## src/rtl/spiRegPkg.sv

```systemverilog
package spiRegPkg;
  // word indices (byte address >> 2) seen by software
  localparam logic [4:0] W_KEY  = 5'h10;
  localparam logic [4:0] W_CTRL = 5'h18;
  localparam logic [4:0] W_STAT = 5'h19;
  localparam logic [4:0] W_TXD  = 5'h1A;
  localparam logic [4:0] W_RXD  = 5'h1B;
  localparam logic [4:0] W_SEL  = 5'h1C;
  localparam logic [4:0] W_TXOC = 5'h1D;
  localparam logic [4:0] W_RXOC = 5'h1E;
  localparam logic [31:0] RESET_KEY   = 32'h0000_000A;
  localparam logic [31:0] EMPTY_MARK  = 32'hDEAD_BEEF;
  localparam int CTRL_TXCLR = 5;
  localparam int CTRL_RXCLR = 6;
  localparam int CTRL_INHIB = 8;

  typedef struct packed {
    logic       txPush;
    logic       txPop;
    logic       txClr;
    logic       rxPush;
    logic       rxPop;
    logic       rxClr;
    logic [7:0] txData;
  } dpStrobeT;
endpackage

```

## src/rtl/spiRegFifo.sv

```systemverilog
module spiRegFifo #(
  parameter int DEPTH = 256,
  parameter int WIDTH = 8,
  localparam int PTRW = $clog2(DEPTH),
  localparam int CNTW = $clog2(DEPTH + 1)
) (
  input  logic             clk,
  input  logic             rstN,
  input  logic             clr,
  input  logic             push,
  input  logic             pop,
  input  logic [WIDTH-1:0] wrData,
  output logic [WIDTH-1:0] head,
  output logic [CNTW-1:0]  count
);
  logic [WIDTH-1:0] mem [DEPTH];
  logic [PTRW-1:0]  wrPtr, rdPtr;
  logic             doPush, doPop;

  assign doPop  = pop && (count != '0);
  assign doPush = push && ((count != CNTW'(DEPTH)) || doPop);
  assign head   = mem[rdPtr];

  always_ff @(posedge clk or negedge rstN) begin
    if (!rstN) begin
      wrPtr <= '0;
      rdPtr <= '0;
      count <= '0;
    end else if (clr) begin
      wrPtr <= '0;
      rdPtr <= '0;
      count <= '0;
    end else begin
      if (doPush) wrPtr <= wrPtr + 1'b1;
      if (doPop)  rdPtr <= rdPtr + 1'b1;
      count <= count + CNTW'(doPush) - CNTW'(doPop);
    end
  end

  always_ff @(posedge clk) begin
    if (doPush && !clr) mem[wrPtr] <= wrData;
  end

  AST_COUNT_BOUND: assert property (@(posedge clk) disable iff (!rstN)
    count <= CNTW'(DEPTH));
  AST_CLR_EMPTIES: assert property (@(posedge clk) disable iff (!rstN)
    clr |=> count == '0);
endmodule

```

## src/rtl/spiRegDatapath.sv

```systemverilog
module spiRegDatapath
  import spiRegPkg::*;
#(
  parameter int DEPTH = 256,
  localparam int CNTW = $clog2(DEPTH + 1)
) (
  input  logic            clk,
  input  logic            rstN,
  input  dpStrobeT        strb,
  input  logic [7:0]      rxByte,
  output logic [7:0]      txHead,
  output logic [7:0]      rxHead,
  output logic [CNTW-1:0] txCount,
  output logic [CNTW-1:0] rxCount
);
  spiRegFifo #(.DEPTH(DEPTH), .WIDTH(8)) u_txFifo (
    .clk(clk), .rstN(rstN), .clr(strb.txClr), .push(strb.txPush),
    .pop(strb.txPop), .wrData(strb.txData), .head(txHead), .count(txCount));

  spiRegFifo #(.DEPTH(DEPTH), .WIDTH(8)) u_rxFifo (
    .clk(clk), .rstN(rstN), .clr(strb.rxClr), .push(strb.rxPush),
    .pop(strb.rxPop), .wrData(rxByte), .head(rxHead), .count(rxCount));
endmodule

```

## src/rtl/spiRegCtrl.sv

```systemverilog
module spiRegCtrl
  import spiRegPkg::*;
#(
  parameter int DEPTH  = 256,
  parameter int NUM_SS = 1,
  localparam int CNTW = $clog2(DEPTH + 1)
) (
  input  logic              clk,
  input  logic              rstN,
  input  logic              regWrEn,
  input  logic              regRdEn,
  input  logic [6:0]        regAddr,
  input  logic [3:0]        regByteEn,
  input  logic [31:0]       regWdata,
  output logic [31:0]       regRdata,
  output logic              xchgValid,
  input  logic              xchgReady,
  input  logic [7:0]        txHead,
  input  logic [7:0]        rxHead,
  input  logic [CNTW-1:0]   txCount,
  input  logic [CNTW-1:0]   rxCount,
  output dpStrobeT          strb,
  output logic [NUM_SS-1:0] ssN,
  output logic              evtTxEmpty,
  output logic              evtRxNotEmpty,
  output logic              evtRxFull,
  output logic              evtRxOverrun
);
  localparam logic [CNTW-1:0] FULLCNT = CNTW'(DEPTH);

  logic [31:0] ctrlReg, selReg;
  logic [4:0]  wIdx;
  logic        wrOk, rdOk, softRst, ctrlWr, fire;
  logic        txEmpty, txFull, rxEmpty, rxFull, overrun, stored;

  assign wIdx    = regAddr[6:2];
  assign wrOk    = regWrEn && (regByteEn == 4'hF);
  assign rdOk    = regRdEn && (regByteEn == 4'hF);
  assign softRst = wrOk && (wIdx == W_KEY) && (regWdata == RESET_KEY);
  assign ctrlWr  = wrOk && (wIdx == W_CTRL);
  assign txEmpty = (txCount == '0);
  assign rxEmpty = (rxCount == '0);
  assign txFull  = (txCount == FULLCNT);
  assign rxFull  = (rxCount == FULLCNT);

  assign xchgValid = !ctrlReg[CTRL_INHIB] && !txEmpty;
  assign fire      = xchgValid && xchgReady;

  always_comb begin
    strb.txData = regWdata[7:0];
    strb.txPush = wrOk && (wIdx == W_TXD);
    strb.txPop  = fire;
    strb.txClr  = softRst || (ctrlWr && regWdata[CTRL_TXCLR]);
    strb.rxPop  = rdOk && (wIdx == W_RXD) && !rxEmpty;
    strb.rxPush = fire;
    strb.rxClr  = softRst || (ctrlWr && regWdata[CTRL_RXCLR]);
  end

  assign overrun = fire && rxFull && !strb.rxPop && !strb.rxClr;
  assign stored  = fire && !overrun && !strb.rxClr;

  always_ff @(posedge clk or negedge rstN) begin
    if (!rstN) begin
      ctrlReg <= '0;
      selReg  <= '1;
    end else if (softRst) begin
      ctrlReg <= '0;
      selReg  <= '1;
    end else begin
      if (ctrlWr) begin
        ctrlReg <= regWdata;
        ctrlReg[CTRL_TXCLR] <= 1'b0;
        ctrlReg[CTRL_RXCLR] <= 1'b0;
      end
      if (wrOk && (wIdx == W_SEL)) selReg <= regWdata;
    end
  end

  always_ff @(posedge clk or negedge rstN) begin
    if (!rstN) begin
      evtTxEmpty    <= 1'b0;
      evtRxNotEmpty <= 1'b0;
      evtRxFull     <= 1'b0;
      evtRxOverrun  <= 1'b0;
    end else begin
      evtTxEmpty    <= fire && !strb.txClr && (txCount == CNTW'(1)) && !strb.txPush;
      evtRxNotEmpty <= stored;
      evtRxFull     <= stored && !strb.rxPop && (rxCount == FULLCNT - 1'b1);
      evtRxOverrun  <= overrun;
    end
  end

  for (genvar i = 0; i < NUM_SS; i++) begin : g_sel
    assign ssN[i] = selReg[i];
  end

  always_comb begin
    regRdata = '0;
    if (rdOk) begin
      case (wIdx)
        W_CTRL: regRdata = ctrlReg;
        W_STAT: regRdata = {28'd0, txFull, txEmpty, rxFull, rxEmpty};
        W_RXD:  regRdata = rxEmpty ? EMPTY_MARK : {24'd0, rxHead};
        W_SEL:  regRdata = selReg;
        W_TXOC: regRdata = txEmpty ? '0 : 32'(txCount - 1'b1);
        W_RXOC: regRdata = rxEmpty ? '0 : 32'(rxCount - 1'b1);
        default: regRdata = '0;
      endcase
    end
  end

  AST_INHIBIT_HOLDS: assert property (@(posedge clk) disable iff (!rstN)
    ctrlReg[CTRL_INHIB] && !strb.txClr |=> txCount >= $past(txCount));
  AST_OFFER_STABLE: assert property (@(posedge clk) disable iff (!rstN)
    xchgValid && !xchgReady && !strb.txClr && !ctrlWr |=> xchgValid && $stable(txHead));
  AST_OVERRUN_AT_FULL: assert property (@(posedge clk) disable iff (!rstN)
    evtRxOverrun |-> rxFull);
  AST_EMPTY_READ_CLEAN: assert property (@(posedge clk) disable iff (!rstN)
    rdOk && (wIdx == W_RXD) && rxEmpty && !fire |=> rxCount == '0);
  AST_KEY_RESTORES_SEL: assert property (@(posedge clk) disable iff (!rstN)
    softRst |=> (&ssN) && (ctrlReg == '0));
  AST_BAD_KEY_IGNORED: assert property (@(posedge clk) disable iff (!rstN)
    wrOk && (wIdx == W_KEY) && (regWdata != RESET_KEY) |=> $stable(ctrlReg) && $stable(selReg));
endmodule

```

## src/rtl/spiRegMaster.sv

```systemverilog
module spiRegMaster
  import spiRegPkg::*;
#(
  parameter int DEPTH  = 256,
  parameter int NUM_SS = 1
) (
  input  logic              clk,
  input  logic              rstN,
  input  logic              regWrEn,
  input  logic              regRdEn,
  input  logic [6:0]        regAddr,
  input  logic [3:0]        regByteEn,
  input  logic [31:0]       regWdata,
  output logic [31:0]       regRdata,
  output logic              xchgValid,
  output logic [7:0]        xchgTxByte,
  input  logic              xchgReady,
  input  logic [7:0]        xchgRxByte,
  output logic [NUM_SS-1:0] ssN,
  output logic              evtTxEmpty,
  output logic              evtRxNotEmpty,
  output logic              evtRxFull,
  output logic              evtRxOverrun
);
  localparam int CNTW = $clog2(DEPTH + 1);

  dpStrobeT        strb;
  logic [7:0]      rxHead;
  logic [CNTW-1:0] txCount, rxCount;

  spiRegCtrl #(.DEPTH(DEPTH), .NUM_SS(NUM_SS)) u_ctrl (
    .clk(clk), .rstN(rstN), .regWrEn(regWrEn), .regRdEn(regRdEn),
    .regAddr(regAddr), .regByteEn(regByteEn), .regWdata(regWdata),
    .regRdata(regRdata), .xchgValid(xchgValid), .xchgReady(xchgReady),
    .txHead(xchgTxByte), .rxHead(rxHead), .txCount(txCount),
    .rxCount(rxCount), .strb(strb), .ssN(ssN), .evtTxEmpty(evtTxEmpty),
    .evtRxNotEmpty(evtRxNotEmpty), .evtRxFull(evtRxFull),
    .evtRxOverrun(evtRxOverrun));

  spiRegDatapath #(.DEPTH(DEPTH)) u_dp (
    .clk(clk), .rstN(rstN), .strb(strb), .rxByte(xchgRxByte),
    .txHead(xchgTxByte), .rxHead(rxHead), .txCount(txCount),
    .rxCount(rxCount));
endmodule

```

## config.mk

```make
export PLATFORM = sky130hd
export DESIGN_NAME = spiRegMaster
export DESIGN_NICKNAME = d
export VERILOG_FILES = /design/src/rtl/spiRegPkg.sv /design/src/rtl/spiRegFifo.sv /design/src/rtl/spiRegDatapath.sv /design/src/rtl/spiRegCtrl.sv /design/src/rtl/spiRegMaster.sv
export SDC_FILE = /design/constraint.sdc
export NUM_CORES = 2
export LEC_CHECK = 0
export BUFFER_PORTS_ARGS = -buffer_cell sky130_fd_sc_hd__buf_2
export CORE_MARGIN = 2
export CORE_UTILIZATION = 58
export CTS_CLUSTER_SIZE = 16
export DETAILED_ROUTE_END_ITERATION = 7
export PLACE_DENSITY = 0.74
export SLEW_MARGIN = 20
export SYNTH_ARGS = -nofsm -noshare
export SYNTH_HDL_FRONTEND = slang
export SYNTH_SLANG_ARGS = --single-unit
```

## constraint.sdc

```tcl
create_clock -name clk -period 8.2 [get_ports clk]
set_input_delay 1.64 -clock clk [delete_from_list [all_inputs] [get_ports clk]]
set_output_delay 1.64 -clock clk [all_outputs]
set_load 0.02 [all_outputs]
```

# Yosys cells after proc, flatten, opt, wreduce, memory -nomap -nowiden
# Memories as Yosys holds them, arrays and structs flattened.
# Index checks and enable logic that the tools add are counted.
[op_classes]
n_addsub = 10
mul = 0
n_div = 0
n_lt_le_gt_ge = 0
n_eq_ne = 16
shifts = 0
muxes = 23
n_bitwise = 0
n_reduce_logical = 51
[op_table]
columns = ["cell", "n"]
rows = [
  ["32-bit 2-to-1 mux", 8],
  ["32-bit one-hot mux with 6 select lines", 1],
  ["8-bit 2-to-1 mux", 8],
  ["5-bit == test, second input constant", 8],
  ["8-bit by 1-bit adder with 8-bit output, second input constant", 4],
  ["32-bit by 4-bit == test with 1-bit output, second input constant", 1],
  ["1-bit logical AND", 29],
  ["9-bit by 1-bit subtractor with 10-bit output, second input constant", 2],
  ["9-bit by 1-bit adder with 9-bit output", 2],
  ["9-bit == test, second input constant", 2],
  ["9-bit zero test", 2],
  ["9-bit 2-to-1 mux", 2],
  ["9-bit != test, second input constant", 2],
  ["9-bit nonzero test", 2],
  ["9-bit by 1-bit subtractor with 9-bit output", 2],
  ["2-bit nonzero test", 6],
  ["9-bit by 1-bit == test with 1-bit output, second input constant", 1],
  ["9-bit by 8-bit == test with 1-bit output, second input constant", 1],
  ["1-bit zero test", 8],
  ["4-bit == test, second input constant", 1],
  ["1-bit logical OR", 4],
  ["1-bit 2-to-1 mux", 4],
]
[totals]
register_bits = 118
latch_bits = 0
ram_bits = 4096
romBits = 0
input_bits = 56
out_inout_bits = 46
wordCells = 114
n_memories = 2
[mem_list]
columns = ["memory", "words", "word_bits", "rd", "rd_clocked_by_memory_dff", "write_ports", "line_no", "text"]
rows = [
  ["u_dp.u_rxFifo.mem", 256, 8, 1, 0, 1, "spiRegFifo.sv:16", "logic [WIDTH-1:0] mem [DEPTH];"],
  ["u_dp.u_txFifo.mem", 256, 8, 1, 0, 1, "spiRegFifo.sv:16", ""],
]

# Depth between registers and ports, before layout
[depth]
depth_word = 12
depth_mapped = 19
mapped_depth_nobuf = 18

# Hierarchy
# A second synthesis with hierarchy kept.
[hier_totals]
cells_unflattened = 8186
hier_area_um2 = 167069.0
[modules_own_cells]
columns = ["mod", "n_inst", "cells_each", "area_each_um2", "seq_area_each_um2"]
rows = [
  ["spiRegFifo", 2, 3867, 81424.3, 62124.6],
  ["spiRegCtrl", 1, 452, 4220.3, 1691.6],
]

# Worst setup path before layout
# No wires, ideal clock.
[synth_path]
path_type = "input to output"
start = "in regAddr[4]"
end = "out regRdata[16]"
arrival_ps = 3567
t_required_ps = 6560
setup_slack_ps = 2993
cell_stages = 7
n_path_buf = 2
path_cell_list = "buf_1 > and3_1 > nand3_1 > o22ai_1 > nor2_1 > clkbuf_1 > a21oi_1"
[synth_via]
elab_chain_cells = 3
elab_cells_between_ends = 8
classes_between = "6 x eq/ne; 2 x mux"
[synth_rtl]
columns = ["item", "line_no", "text"]
rows = [
  ["start: declaration", "spiRegMaster.sv:11", "input logic [6:0] regAddr,"],
  ["5-bit == test", "spiRegCtrl.sv:100", "case (wIdx)"],
  ["32-bit one-hot mux with 6 select lines (*)", "spiRegCtrl.sv:100", ""],
  ["32-bit 2-to-1 mux (*)", "spiRegCtrl.sv:99", "if (rdOk) begin"],
  ["end: declaration", "spiRegMaster.sv:14", "output logic [31:0] regRdata,"],
]
# Every way passes the cells marked *; elsewhere a longest branch is shown, timed or not.

# Final worst setup path
[layout_path]
start = "reg u_dp.u_rxFifo.rdPtr[2]"
end = "out regRdata[4]"
[layout_via]
elab_chain_cells = 4
[layout_rtl]
columns = ["item", "line_no", "text"]
rows = [
  ["start: declaration", "spiRegFifo.sv:17", "logic [PTRW-1:0] wrPtr, rdPtr;"],
  ["start signal: assignment", "spiRegFifo.sv:35", "if (doPop) rdPtr <= rdPtr + 1'b1;"],
  ["memory 256 x 8 bit", "n/a", ""],
  ["32-bit 2-to-1 mux", "spiRegCtrl.sv:103", "W_RXD: regRdata = rxEmpty ? EMPTY_MARK : {24'd0, rxHead};"],
  ["32-bit one-hot mux with 6 select lines", "spiRegCtrl.sv:100", ""],
  ["32-bit 2-to-1 mux", "spiRegCtrl.sv:99", ""],
]
# Every way passes these cells.

==> results.cfg <==
[min_path]
hold_path_class = reg2reg
min_from = u_dp.u_rxFifo.count[8]
hold_end = u_ctrl.evtRxFull
min_path_cells = 1

[worst_setup_path]
crit_required_ps = 6560
critPathArrivalTime_ps = 5580
reg2reg_slack_ps = 3300
r2r-start = u_dp.u_txFifo.count[2]
start_kind = flop
cp-end-kind = primary output
cp_max_fo = 66
r2r-end = u_dp.u_rxFifo.mem[192][5]
path_class = reg2out
r2r.worst_path.cells = 9

[power]
p_per_area_nw_per_um2 = 284.1
combPwrFrac_pct = 18.3
p_switching_mw = 13.75
p_leak_nw = 56.98
power_switching_share_pct = 26.37
pwr-share-seq_pct = 46.3
cell_internal_pwr_mw = 38.40
vdd_drop_max_v = 0.0002811
clock_power_share_pct = 35.4

[floorplan]
placeableCoreArea_um2 = 284700
ios = 102
rows = 196
die_h_um = 538.5
die_w_um = 538.5
die_area_um2 = 290000
start_util_pct = 58.20

[cells_and_area]
stdcell_count = 12168
fillers = 17903
fin_area_um2 = 183600
area_growth_pct = 10.79
multi_input_area_um2 = 37310
regArea_um2 = 126000
drive_gt1_share_pct = 24.71
final_nets = 8174

[synth]
synth_edf_count = 4096
synth_cell_types = 76
synth_common_cells = edfxtp_1 (4,096), mux4_2 (1,093), nor2_1 (640), mux2i_1 (292), nand2_1 (232)
ys_seq_area_share_pct = 76.01
syn_avg_cell_area_um2 = 21.17
yosys-top-cells-area = edfxtp_1 (74%), mux4_2 (15%), mux2i_1 (1.8%), nor2_1 (1.4%), dfrtp_1 (1.3%)
yosysTopAreaCell = edfxtp_1
syn_nets = 7943
synth_top_area_share_pct = 74.23
yosysWarningCount = 0
synthCells = 7826
synth_ff_type = edfxtp_1
synth-async-reset-ratio_pct = 2.754
yosysMostFrequentCell = edfxtp_1
syn_area_um2 = 165700
ys_ff_latch = 4212

[placement]
hpwl_um = 244800
place_congestion = 0.9133
dpl_cell_area_um2 = 170500
io_buffer_count = 99
dp_cells = 11409

[timing]
maxSlewViolCount = 0
finalHoldViolCount = 0
hold_ws_ps = 517.5
tns_ps = 0
slew-limit-headroom_pct = 14.04
min_period_ps = 7221
grt_setup_unrepaired = false
finClkSkew_ps = 44.79
fmax_mhz = 138.5
finalSetupViolCount = 0
tightest_slew_ps = 1289
period_share_pct = 88.06

[global_routing]
grt_usage_pct = 28.25
gr-total-overflow = 0
antenna_found_initial = 16
grt_pass1_vias = 82232
grt_max_degree = 187
grt_pass1_wl_um = 590300

[route]
vias_per_cell = 6.768
wl_um = 412400
drt_pre_antenna_iters = 8
first_iter_violations = 11171
drc = 0
ant_nets = 0
vias = 82350
wire_per_inst_um = 33.89

[cts]
cts_tree = done
cts.sinks = 4212
cts_resized = 0
cts_buffer_depth = 4
root_buffer = clkbuf_16
numCtsBuffers = 407
clk_latency_ps = 940
holdBufCountCts = 0
post_cts_buffers = 0
htree_levels = 5
clk_pin_slew_ps = 60

[flow_run]
cap_violations = 0

[run_status]
status = finished, final reports clean
placed cells by master (no fill, tap or decap), types with 13 or more instances in the layout:
cell	count
edfxtp_1	4096
mux4_2	1093
nor2_1	634
clkbuf_16	412
mux2i_1	292
nand2_1	232
buf_4	153
a22oi_1	135
a21oi_1	102
clkinv_2	90
clkbuf_1	85
clkinv_1	82
buf_2	82
dfrtp_1	74
ha_1	59
nand3_1	49
o21ai_0	43
bufinv_16	38
inv_1	37
mux2_2	34
xnor2_1	33
dfstp_2	32
a221oi_1	29
o22ai_1	29
buf_12	28
a211oi_1	27
nand4_1	22
nor2b_1	20
nor3_1	19
xor2_1	19
clkbuf_8	19
and3_1	15
o221ai_1	14
and2_1	13
a22o_1	13
clkinvlp_4	13
worst max-delay path: stages, from the launching register on:
cell	delay [ps]
dfrtp_4	890
buf_12	550
nor2b_2	830
buf_4	490
a22oi_1	190
a21oi_1	420
nor3_1	190
o211ai_1	700
buf_2	300
sequential cells by signal (all words and copies together) (netlist names):
name,count
u_ctrl.evtTxEmpty,1
u_dp.u_rxFifo.rdPtr,8
u_dp.u_rxFifo.wrPtr,8
u_ctrl.evtRxFull,1
u_dp.u_txFifo.wrPtr,8
u_ctrl.evtRxNotEmpty,1
u_dp.u_txFifo.rdPtr,8
u_dp.u_txFifo.mem,2048
u_dp.u_txFifo.count,9
u_ctrl.evtRxOverrun,1
u_dp.u_rxFifo.count,9
u_dp.u_rxFifo.mem,2048
u_ctrl.ctrlReg,30
u_ctrl.selReg,32
metal layers:
| metal | GRT usage, % | up-vias | wire, µm | part of all wire (%) |
|---|---|---|---|---|
| met3 | 5.841 | 1048 | 40670 | 9.9 |
| met5 | 0 | - | 111 | 0.027 |
| li1 | - | 32945 | - | - |
| met2 | 45.53 | 5171 | 202700 | 49 |
| met1 | 37.60 | 43166 | 147200 | 36 |
| met4 | 12.91 | 20 | 21640 | 5.2 |
worst max-delay path by stage:
stage	startpoint	endpoint	cells past startpoint
after global placement	regAddr[4]	regRdata[3]	9
after CTS	u_dp.u_rxFifo.rdPtr[1]	regRdata[1]	9
after global routing	u_dp.u_rxFifo.rdPtr[1]	regRdata[1]	9
final	u_dp.u_rxFifo.rdPtr[2]	regRdata[4]	8
after floorplan	regAddr[4]	regRdata[16]	7
after detailed placement	regAddr[4]	regRdata[3]	9
power groups by stage:
stage	logic, mW	clock network (mW)	registers (mW)
6_report	9.54	18.4	24.2
5_1_grt	9.91	19.3	24.2
4_1_cts	9.52	18.5	24.2
3_5_place_dp	9.44	0	24.6
3_3_place_gp	9.31	0	24.6
2_1_floorplan	6.47	0	24.3
kinds of logic after synthesis:
group,Yosys count,share of synthesized area (%)
mux,1419,16.85
buf+inv,500,1.536
fa+ha+maj,61,0.4697
compound gates,484,2.037
simple gates,1098,2.824
flops,4212,76.01
xor+xnor,52,0.2749
stage by stage:
stage          power [mW]  setup WS (ps)  util [%]
5_1_grt             53.41           1075     64.47
3_5_place_dp        34.06           1451     59.88
6_report            52.16          979.3     64.48
3_3_place_gp        33.91           1410     59.88
2_1_floorplan       30.79           2993         -
4_1_cts             52.24           1120     64.45
area by class of cell:
cell class	instances	area share (%)
Sequential cell	4212	68.62
Multi-Input combinational cell	3114	20.33
Clock buffer	500	5.813
Tap cell	3762	2.564
Timing Repair Buffer	282	1.302
Clock inverter	249	1.275
Inverter	40	0.08452
Antenna cell	9	0.01227
Power figures use the tool's default switching activity.
